$ cat config.mk
export PLATFORM = sky130hd
export DESIGN_NAME = ts_stamp_gen
export DESIGN_NICKNAME = d
export VERILOG_FILES = /design/src/rtl/ts_pkg.sv /design/src/rtl/ts_delay_adder.sv /design/src/rtl/ts_ext_capture.sv /design/src/rtl/ts_stamp_gen.sv
export SDC_FILE = /design/constraint.sdc
export NUM_CORES = 1
export LEC_CHECK = 0
export ABC_AREA = 1
export CELL_PAD_IN_SITES_DETAIL_PLACEMENT = 0
export CELL_PAD_IN_SITES_GLOBAL_PLACEMENT = 2
export CORE_MARGIN = 1
export CORE_UTILIZATION = 38
export CTS_BUF_LIST = sky130_fd_sc_hd__clkbuf_4
export DETAILED_ROUTE_END_ITERATION = 8
export DONT_BUFFER_PORTS = 1
export GPL_ROUTABILITY_DRIVEN = 0
export PLACE_DENSITY = 0.86
export SLEW_MARGIN = 10
export SYNTH_ARGS = -nofsm -noshare
export SYNTH_HDL_FRONTEND = slang
export SYNTH_SLANG_ARGS = --single-unit
$ cat constraint.sdc
create_clock -name clk_i -period 3.75 [get_ports clk_i]
set_input_delay 0.75 -clock clk_i [delete_from_list [all_inputs] [get_ports clk_i]]
set_output_delay 0.75 -clock clk_i [all_outputs]
set_load 0.02 [all_outputs]
$ cat src/rtl/ts_pkg.sv
package ts_pkg;
  parameter int CNT_W    = 13;
  parameter int CNT_MOD  = 8000;
  parameter int OFS_W    = 12;
  parameter int OFS_HI_W = 4;
  parameter int OFS_SPAN = 12;
  parameter int DLY_W    = 12;
  parameter int BYTE_W   = 8;
  parameter int QUAD_B   = 4;
  parameter int STAMP_W  = 16;

  typedef struct packed {
    logic [STAMP_W-OFS_W-1:0]  cnt_lo;
    logic [OFS_HI_W-1:0]       ofs_hi;
    logic [OFS_W-OFS_HI_W-1:0] ofs_lo;
  } stamp_t;
endpackage

$ cat src/rtl/ts_delay_adder.sv
module ts_delay_adder
  import ts_pkg::*;
#(
  parameter int P_CNT_W    = CNT_W,
  parameter int P_CNT_MOD  = CNT_MOD,
  parameter int P_OFS_W    = OFS_W,
  parameter int P_OFS_HI_W = OFS_HI_W,
  parameter int P_OFS_SPAN = OFS_SPAN,
  parameter int P_DLY_W    = DLY_W,
  parameter int P_STAMP_W  = STAMP_W
) (
  input  logic [P_CNT_W-1:0]   cnt_i,
  input  logic [P_OFS_W-1:0]   ofs_i,
  input  logic [P_DLY_W-1:0]   dly_i,
  output logic [P_STAMP_W-1:0] stamp_o
);
  localparam int LO_W      = P_OFS_W - P_OFS_HI_W;
  localparam int SUM_W     = P_OFS_HI_W + 1;
  localparam int MAX_CARRY = (P_OFS_SPAN - 1 + (2**P_OFS_HI_W) - 1) / P_OFS_SPAN;
  localparam int CAR_W     = $clog2(MAX_CARRY + 1);
  localparam int CSUM_W    = P_CNT_W + 1;
  localparam int SCNT_W    = P_STAMP_W - P_OFS_W;

  logic [SUM_W-1:0]  hi_w;
  logic [CAR_W-1:0]  carry;
  logic [CSUM_W-1:0] cnt_w;

  always_comb begin
    hi_w  = SUM_W'(ofs_i[P_OFS_W-1 -: P_OFS_HI_W]) + SUM_W'(dly_i[P_OFS_HI_W-1:0]);
    carry = '0;
    // nibble wraps at the span, not at 2**width
    for (int k = 0; k < MAX_CARRY; k++) begin
      if (hi_w >= SUM_W'(P_OFS_SPAN)) begin
        hi_w  = hi_w - SUM_W'(P_OFS_SPAN);
        carry = carry + CAR_W'(1);
      end
    end
    cnt_w = CSUM_W'(cnt_i) + CSUM_W'(dly_i[P_DLY_W-1:P_OFS_HI_W]) + CSUM_W'(carry);
    if (cnt_w >= CSUM_W'(P_CNT_MOD)) cnt_w = cnt_w - CSUM_W'(P_CNT_MOD);
    stamp_o = {cnt_w[SCNT_W-1:0], hi_w[P_OFS_HI_W-1:0], ofs_i[LO_W-1:0]};
  end
endmodule

$ cat src/rtl/ts_ext_capture.sv
module ts_ext_capture
  import ts_pkg::*;
#(
  parameter int P_BYTE_W = BYTE_W,
  parameter int P_QUAD_B = QUAD_B
) (
  input  logic                         clk_i,
  input  logic                         rst_ni,
  input  logic                         arm_i,
  input  logic                         sync_i,
  input  logic                         valid_i,
  input  logic [P_BYTE_W-1:0]          data_i,
  output logic                         done_o,
  output logic [P_QUAD_B*P_BYTE_W-1:0] quad_o
);
  localparam int IDX_W = $clog2(P_QUAD_B);
  localparam int SH_W  = (P_QUAD_B - 1) * P_BYTE_W;

  logic             busy_q;
  logic [IDX_W-1:0] idx_q;
  logic [SH_W-1:0]  sh_q;
  logic             last_byte;

  assign last_byte = busy_q && (idx_q == IDX_W'(P_QUAD_B - 1));
  assign done_o    = arm_i && valid_i && !sync_i && last_byte;
  assign quad_o    = {sh_q, data_i};

  always_ff @(posedge clk_i or negedge rst_ni) begin
    if (!rst_ni) begin
      busy_q <= 1'b0;
      idx_q  <= '0;
      sh_q   <= '0;
    end else if (!arm_i) begin
      busy_q <= 1'b0;
      idx_q  <= '0;
    end else if (valid_i && sync_i) begin
      busy_q <= 1'b1;
      idx_q  <= IDX_W'(1);
      sh_q   <= {sh_q[SH_W-P_BYTE_W-1:0], data_i};
    end else if (valid_i && busy_q) begin
      sh_q <= {sh_q[SH_W-P_BYTE_W-1:0], data_i};
      if (last_byte) begin
        busy_q <= 1'b0;
        idx_q  <= '0;
      end else begin
        idx_q <= idx_q + IDX_W'(1);
      end
    end
  end
endmodule

$ cat src/rtl/ts_stamp_gen.sv
module ts_stamp_gen
  import ts_pkg::*;
#(
  parameter int P_CNT_W    = CNT_W,
  parameter int P_CNT_MOD  = CNT_MOD,
  parameter int P_OFS_W    = OFS_W,
  parameter int P_OFS_HI_W = OFS_HI_W,
  parameter int P_OFS_SPAN = OFS_SPAN,
  parameter int P_DLY_W    = DLY_W,
  parameter int P_BYTE_W   = BYTE_W,
  parameter int P_QUAD_B   = QUAD_B,
  parameter int P_STAMP_W  = STAMP_W
) (
  input  logic                 clk_i,
  input  logic                 rst_ni,
  input  logic [P_CNT_W-1:0]   cyc_count_i,
  input  logic [P_OFS_W-1:0]   cyc_offset_i,
  input  logic [P_DLY_W-1:0]   xport_delay_i,
  input  logic                 stamp_en_i,
  input  logic                 ext_stamp_en_i,
  input  logic                 sync_i,
  input  logic                 valid_i,
  input  logic [P_BYTE_W-1:0]  data_i,
  output logic [P_STAMP_W-1:0] stamp_o,
  output logic                 stamp_valid_o,
  output logic                 extra_quad_o
);
  localparam int QUAD_W = P_QUAD_B * P_BYTE_W;

  logic [P_STAMP_W-1:0] calc_stamp;
  logic [QUAD_W-1:0]    ext_quad;
  logic                 ext_done;
  logic                 ext_arm;
  logic [P_STAMP_W-1:0] stamp_q;
  logic                 valid_q;
  logic                 have_q;
  logic                 extra_q;

  assign ext_arm = stamp_en_i && ext_stamp_en_i;

  ts_delay_adder #(
    .P_CNT_W(P_CNT_W), .P_CNT_MOD(P_CNT_MOD), .P_OFS_W(P_OFS_W),
    .P_OFS_HI_W(P_OFS_HI_W), .P_OFS_SPAN(P_OFS_SPAN), .P_DLY_W(P_DLY_W),
    .P_STAMP_W(P_STAMP_W)
  ) u_add (
    .cnt_i  (cyc_count_i),
    .ofs_i  (cyc_offset_i),
    .dly_i  (xport_delay_i),
    .stamp_o(calc_stamp)
  );

  ts_ext_capture #(.P_BYTE_W(P_BYTE_W), .P_QUAD_B(P_QUAD_B)) u_cap (
    .clk_i  (clk_i),
    .rst_ni (rst_ni),
    .arm_i  (ext_arm),
    .sync_i (sync_i),
    .valid_i(valid_i),
    .data_i (data_i),
    .done_o (ext_done),
    .quad_o (ext_quad)
  );

  always_ff @(posedge clk_i or negedge rst_ni) begin
    if (!rst_ni) begin
      stamp_q <= '0;
      valid_q <= 1'b0;
      have_q  <= 1'b0;
      extra_q <= 1'b0;
    end else begin
      extra_q <= ext_arm;
      if (!stamp_en_i) begin
        stamp_q <= '0;
        valid_q <= 1'b0;
        have_q  <= 1'b0;
      end else if (!ext_stamp_en_i) begin
        stamp_q <= calc_stamp;
        valid_q <= 1'b1;
        have_q  <= 1'b0;
      end else if (ext_done) begin
        stamp_q <= ext_quad[P_STAMP_W-1:0];
        valid_q <= 1'b1;
        have_q  <= 1'b1;
      end else if (valid_i && sync_i) begin
        valid_q <= 1'b0;
        have_q  <= 1'b0;
      end else begin
        valid_q <= have_q;
      end
    end
  end

  assign stamp_o       = stamp_q;
  assign stamp_valid_o = valid_q;
  assign extra_quad_o  = extra_q;
endmodule

## Word-level counts from Yosys, hierarchy flattened

Index checks and enable logic that the tools add are counted.

| cells by class | value |
|---|---|
| add/subtract/negate cells | 8 |
| magnitude comparators | 3 |
| equality and inequality tests | 4 |
| mux-type cells | 24 |
| reductions and logical operators | 11 |

Operators by type and width:

| operator | number |
|---|---|
| 16-bit two-way mux | 3 |
| 8-bit two-way mux | 2 |
| 13-bit by 8-bit adder with 14-bit output | 1 |
| 14-bit by 2-bit adder with 14-bit output | 1 |
| 14-bit by 13-bit greater-or-equal comparator with 1-bit output (second input constant) | 1 |
| 1-bit two-way mux | 11 |
| 5-bit by 4-bit greater-or-equal comparator with 1-bit output (second input constant) | 2 |
| 2-bit two-way mux | 5 |
| 4-bit two-way mux | 2 |
| 1-bit logical AND | 7 |
| 3-bit by 1-bit inequality test with 1-bit output (second input constant) | 2 |
| 4-bit by 4-bit adder with 5-bit output | 1 |
| 5-bit two-way mux | 1 |
| 5-bit by 4-bit subtractor with 5-bit output (second input constant) | 1 |
| 2-bit AND reduction | 2 |
| 4-bit by 1-bit subtractor with 4-bit output (second input constant) | 1 |
| 4-bit subtractor (second input constant) | 1 |
| 3-bit by 2-bit inequality test with 1-bit output (second input constant) | 1 |
| 1-bit by 1-bit adder with 2-bit output (second input constant) | 1 |
| 2-bit by 1-bit adder with 2-bit output (second input constant) | 1 |
| 2-bit == test (second input constant) | 1 |
| 2-bit nonzero test | 1 |
| 1-bit logical NOT | 1 |

| word-level totals | value |
|---|---|
| register bits | 30 |
| bits of input ports | 51 |
| output and inout port bits | 18 |
| logic and storage cells | 57 |

## Depth between registers and ports, before layout

| logic depth | value |
|---|---|
| depth after elaboration | 10 |
| depth in mapped cells | 24 |
| gate-level depth less buffers | 24 |

## By module

From an unflattened synthesis, not the netlist that was laid out.

| unflattened totals | value |
|---|---|
| cell total of the unflattened synthesis | 356 |
| area, all modules | 2745.1 µm² |

Modules (own cells, without submodules):

| module | instances | cells an instance | area an instance (µm²) | sequential area each (µm²) |
|---|---|---|---|---|
| ts_ext_capture | 1 | 139 | 1212.4 | 675.6 |
| ts_stamp_gen | 1 | 132 | 984.7 | 475.5 |
| ts_delay_adder | 1 | 85 | 548.0 | 0.0 |

## Worst setup path after synthesis

No wires, ideal clock.

| timing path | value |
|---|---|
| path type | in2reg |
| start | input port cyc_offset_i[8] |
| end | register stamp_q[15], in the netlist stamp_o[15] |
| library setup time | 0.125 ns |
| data arrival time | 4.147 ns |
| data required time | 3.625 ns |
| path slack | -0.522 ns |
| stages on the path | 20 |
| buffers on the path | 0 |
| cell sequence | ha_1 fa_1 xor2_2 ha_1 inv_1 nor3_1 nor2_2 or2_1 o21ai_0 ha_1 inv_1 fa_1 inv_1 ha_1 fa_1 xnor2_1 xnor2_1 nand2_1 o2111ai_1 nand2_1 |

| between the ends | value |
|---|---|
| word-level cells in the longest chain between the ends | 10 |
| elaborated cells on any way between the ends | 14 |
| those cells by class | 5 x add/sub; 3 x order compare; 6 x mux |

Ends and longest elaborated chain:

| element | line | text |
|---|---|---|
| start: declaration | ts_stamp_gen.sv:17 | `input logic [P_OFS_W-1:0] cyc_offset_i,` |
| 4-bit by 4-bit adder with 5-bit output * | ts_delay_adder.sv:29 | `hi_w = SUM_W'(ofs_i[P_OFS_W-1 -: P_OFS_HI_W]) + SUM_W'(dly_i[P_OFS_HI_W-1:0]);` |
| 5-bit by 4-bit subtractor with 5-bit output or 5-bit by 4-bit greater-or-equal comparator with 1-bit output (tied branches) | ts_delay_adder.sv:34, ts_delay_adder.sv:33 |  |
| 5-bit two-way mux or 1-bit two-way mux (tied branches) | ts_delay_adder.sv:33 | `if (hi_w >= SUM_W'(P_OFS_SPAN)) begin` |
| 5-bit by 4-bit greater-or-equal comparator with 1-bit output or 1-bit by 1-bit adder with 2-bit output (tied branches) | ts_delay_adder.sv:33, ts_delay_adder.sv:35 |  |
| 2-bit two-way mux * | ts_delay_adder.sv:33 |  |
| 14-bit by 2-bit adder with 14-bit output * | ts_delay_adder.sv:38 | `cnt_w = CSUM_W'(cnt_i) + CSUM_W'(dly_i[P_DLY_W-1:P_OFS_HI_W]) + CSUM_W'(carry);` |
| 14-bit by 13-bit greater-or-equal comparator with 1-bit output or 4-bit by 1-bit subtractor with 4-bit output (tied branches) | ts_delay_adder.sv:39 | `if (cnt_w >= CSUM_W'(P_CNT_MOD)) cnt_w = cnt_w - CSUM_W'(P_CNT_MOD);` |
| 4-bit two-way mux * | ts_delay_adder.sv:39 |  |
| 16-bit two-way mux * | ts_stamp_gen.sv:75 | `end else if (!ext_stamp_en_i) begin` |
| 16-bit two-way mux * | ts_stamp_gen.sv:71 | `if (!stamp_en_i) begin` |
| end signal: assignment | ts_stamp_gen.sv:76 | `stamp_q <= calc_stamp;` |
| end signal: assignment | ts_stamp_gen.sv:80 | `stamp_q <= ext_quad[P_STAMP_W-1:0];` |
| end: declaration | ts_stamp_gen.sv:34 | `logic [P_STAMP_W-1:0] stamp_q;` |

Every way passes the cells marked *; elsewhere a longest branch is shown, timed or not.
A chain may end at the register's enable or synchronous reset.

## Worst setup path after layout

Ends and elaborated chain as after synthesis.

==> results by group <==
Run status
  • Outcome: finished with violations
  • Violated checks: negative setup slack

Worst setup path
  • R2R cell count: 8
  • Element type at the critical path end: flip-flop
  • Capture point of the worst reg-to-reg path: stamp_o[12]
  • Crit-path most repeated cell: ha_2
  • Cell family contributing the most delay on the critical path: adder cells
  • Startpoint types: input port
  • Worst Setup Path Type: input port to flip-flop
  • Crit-path cells: ha_4 > fa_2 > xor2_2 > ha_2 > inv_2 > nor3_2 > nor2_2 > or2_1 > o21ai_2 > ha_2 > inv_2 > fa_1 > inv_1 > ha_2 > fa_2 > xnor2_2 > xnor2_2 > nand2_1 > o2111ai_2 > nand2_1
  • Worst reg2reg startpoint: u_cap.idx_q[0]
  • Buffer and inverter count on the worst path: 3
  • Critical-path cell with the highest stage delay: fa_1
  • Critical path data arrival time: about 4.1 ns
  • Register-to-Register Setup Slack: 2.11 ns
  • Highest net fanout along the worst path: 2
  • Worst path required time: ~4 ns
  • Critical Path Max Stage Delay: 0.47 ns

Power and ir drop
  • Static Leak: a little over 1 nW
  • Cell-internal power: ~0.00055 W
  • Switching part of the total: 0.3443
  • Psw: slightly below 0.0003 W
  • PwrDens: approximately 420 nW/um2
  • Part of the power in registers: 0.503
  • Part of the total power dissipated in the clock network: 0.196
  • Combinational cell fraction of total power: 0.301
  • Peak supply drop: between 0.15 and 0.2 mV
  • Power after layout: roughly 0.00084 W

Route
  • Antenna-violating nets left: 0
  • Average via count per standard cell: around 5.1
  • Residual DRC count: 0
  • Vias: 1422
  • First-iteration detailed-routing DRC count: 28
  • Total iterations of the first detailed-routing run: 4
  • Total routed wirelength: between 3 and 4 mm
  • Routed wirelength normalized by instance count: about 14 um

Synth
  • Commonest cells in the netlist: nand2_1 (58), o21ai_0 (33), inv_1 (31), dfrtp_1 (30), nand3_1 (14)
  • Average footprint of a synthesized cell: between 8 and 9 um2
  • Top area cells in the synthesized netlist: dfrtp_1 (43%), nand2_1 (12%), o21ai_0 (9.4%)
  • Asr flop ratio synth: 1.000
  • Yosys reg bits: 30
  • Unique masters post-synth: 25
  • Count of yosys warnings during synthesis: 0
  • Most repeated cell in the gate-level netlist after synthesis: nand2_1
  • Number of flops mapped to enable cells by yosys: 0
  • Area share of the largest cell type after synthesis: 0.4295
  • Most used flip-flop cell after synthesis: dfrtp_1
  • Mapped Nets: roughly 280
  • Largest area contributor in the netlist: dfrtp_1
  • Synth Cell Area: 1748 um2
  • Sequential fraction of the synthesis area: 0.4295
  • Post-synthesis cell count: between 200 and 250

Place
  • Total half-perimeter wirelength after legalization and detailed placement: 2.974 mm
  • Port bufs: 0
  • Placement-stage cell area: between 1500 and 2000 um2
  • Dpl cells: approximately 270

Global route
  • Met3 track utilization from global routing: 0.07267
  • Global-route met1 utilization: 0.2024
  • Global routing's busiest layer: met2
  • Global-route usage over all layers: 0.1731
  • Via count of the first global-routing pass: approximately 1500
  • Grt met2 use: 0.2853
  • GRT overflow: 0
  • Number of antenna violations at the first check in global routing: 0
  • Maximum number of pins on one net before global-route repair: 31
  • First-pass GRT wire length: 6.548 mm

Job
  • Number of max-capacitance violations reported: 0

Floorplanning
  • Core Rows: 24
  • Width of the die: ~70 um
  • Chip height: 69.82 um
  • Effective utilization at floorplan: 0.3987
  • Area inside the core boundary: 4384 um2
  • Number of ports placed on the die boundary: 69
  • DIE AREA: 4875 um2

Timing
  • Setup repair after global routing missed its margin: yes
  • Hold Worst Slack: between 0.1 and 0.15 ns
  • Share of the clock period used by the worst path after layout: 1.037
  • Setup total negative slack: -0.1384 ns
  • Number of hold violations in the final report: 0
  • Clock period minus final worst setup slack: 3.888 ns
  • Setup clock skew after layout: between 0.007 and 0.008 ns
  • Max_slew headroom: 0.6333
  • Setup slack of the critical path after layout: -0.1384 ns
  • Finish-stage setup viols: 1
  • Max Freq: 0.2572 GHz
  • Slew at the pin with the worst max-slew slack: approximately 0.55 ns
  • Max-slew violations: 0

Layout
  • Filler cell count in the final layout: ~450
  • Finished Cell Area: approximately 2000 um2
  • Antenna cells: 0
  • Area growth from synthesis to final layout: 13.96%
  • Area occupied by multi-input gates: 924.6 um2
  • Share of layout cells above drive strength 1: 0.1790
  • Layout Cells excl Fill: 281
  • Register area: 750.7 um2
  • Number of nets in the layout: 294

Worst hold path
  • Path category of the worst min-delay check: input port to asynchronous set/reset pin

Clock tree
  • Clock buffer count from CTS: 5
  • Clock root buffer: clkbuf_4
  • Longest Clk Path Bufs: 2
  • Count of clock tree sinks: 30
  • CTS clock-pin slew for the worst setup and hold paths: 0.09 ns
  • Number of H-tree levels: 2
  • Clock latency on the worst-skew pair: between 0.3 and 0.4 ns
  • TritonCTS clock tree: done
-- metrics by stage --
step / util / setup slack (ns)
global placement: 0.4344 / -0.5155
global route: 0.4543 / -0.2524
CTS: 0.4461 / -0.1571
finish: 0.4543 / -0.1384
detailed placement: 0.4344 / -0.5448
floorplan: - / -0.2679
-- worst max-delay path by stage --
stage	to	slack, ns	start	cells past startpoint
2_1_floorplan	stamp_o[15]	-0.27	cyc_offset_i[8]	20
3_3_place_gp	stamp_o[15]	-0.52	cyc_offset_i[8]	20
3_5_place_dp	stamp_o[15]	-0.54	cyc_offset_i[8]	20
4_1_cts	stamp_o[15]	-0.16	cyc_offset_i[8]	20
5_1_grt	stamp_o[15]	-0.25	cyc_offset_i[8]	20
6_report	stamp_o[15]	-0.14	cyc_offset_i[8]	20
-- layer usage --
metal | share of wire | routed length, um
met2 | 0.49 | 1908
met1 | 0.43 | 1651
met5 | 0 | 0
met3 | 0.065 | 251
met4 | 0.018 | 71
-- power groups by stage --
stage	sequential, W	combinational, W	clock (W)
final	0.000421	0.000252	0.000165
after global routing	0.000428	0.000291	0.000193
after CTS	0.000423	0.000246	0.000172
after detailed placement	0.000429	0.000240	0
after global placement	0.000427	0.000228	0
after floorplan	0.000418	0.000173	0
-- registers in the layout (all words and copies together), names as in the netlist --
name           count
u_cap.idx_q        2
u_cap.sh_q         8
stamp_valid_o      1
have_q             1
u_cap.busy_q       1
stamp_o           16
extra_quad_o       1
-- logic make-up (layout without fill, tap and decap cells) --
group	Yosys count	in the layout	share of synthesized area
adder cells (fa/ha/maj)	13	13	0.1102
multiplexers	4	4	0.02291
XOR/XNOR	4	4	0.02434
flip-flops	30	30	0.4295
buffers and inverters	39	51	0.08518
AND/OR/NAND/NOR	87	87	0.2097
AO/OA/AOI/OAI	40	40	0.1181
-- area by class of cell --
type / instances / share of cell area
Sequential cell: 30 / 0.3769
Tap cell: 52 / 0.03266
Inverter: 34 / 0.06407
Multi-Input combinational cell: 148 / 0.4642
Clock buffer: 5 / 0.01884
Timing Repair Buffer: 11 / 0.04146
Clock inverter: 1 / 0.001884
-- cells in the final DEF, fill, tap and decap left out, drive strengths merged, types with 2 or more instances in the layout --
cell | netlist | final
buf | 3 | 11
fa | 4 | 4
xnor2 | 3 | 3
ha | 9 | 9
o21ai | 35 | 35
clkinv | 1 | 2
mux2i | 4 | 4
nand3 | 15 | 15
clkbuf | 2 | 5
dfrtp | 30 | 30
nor2 | 8 | 8
inv | 33 | 33
a21oi | 3 | 3
nand2 | 62 | 62
-- timing repair --
item / in CTS / in global routing
gates cloned: 0 / 0
hold buffers: 0 / 0
setup endpoints to repair: 1 / 2
setup buffers: 0 / 1
resized for setup: 3 / 4
No activity file was read; power rests on OpenSTA's default activity.
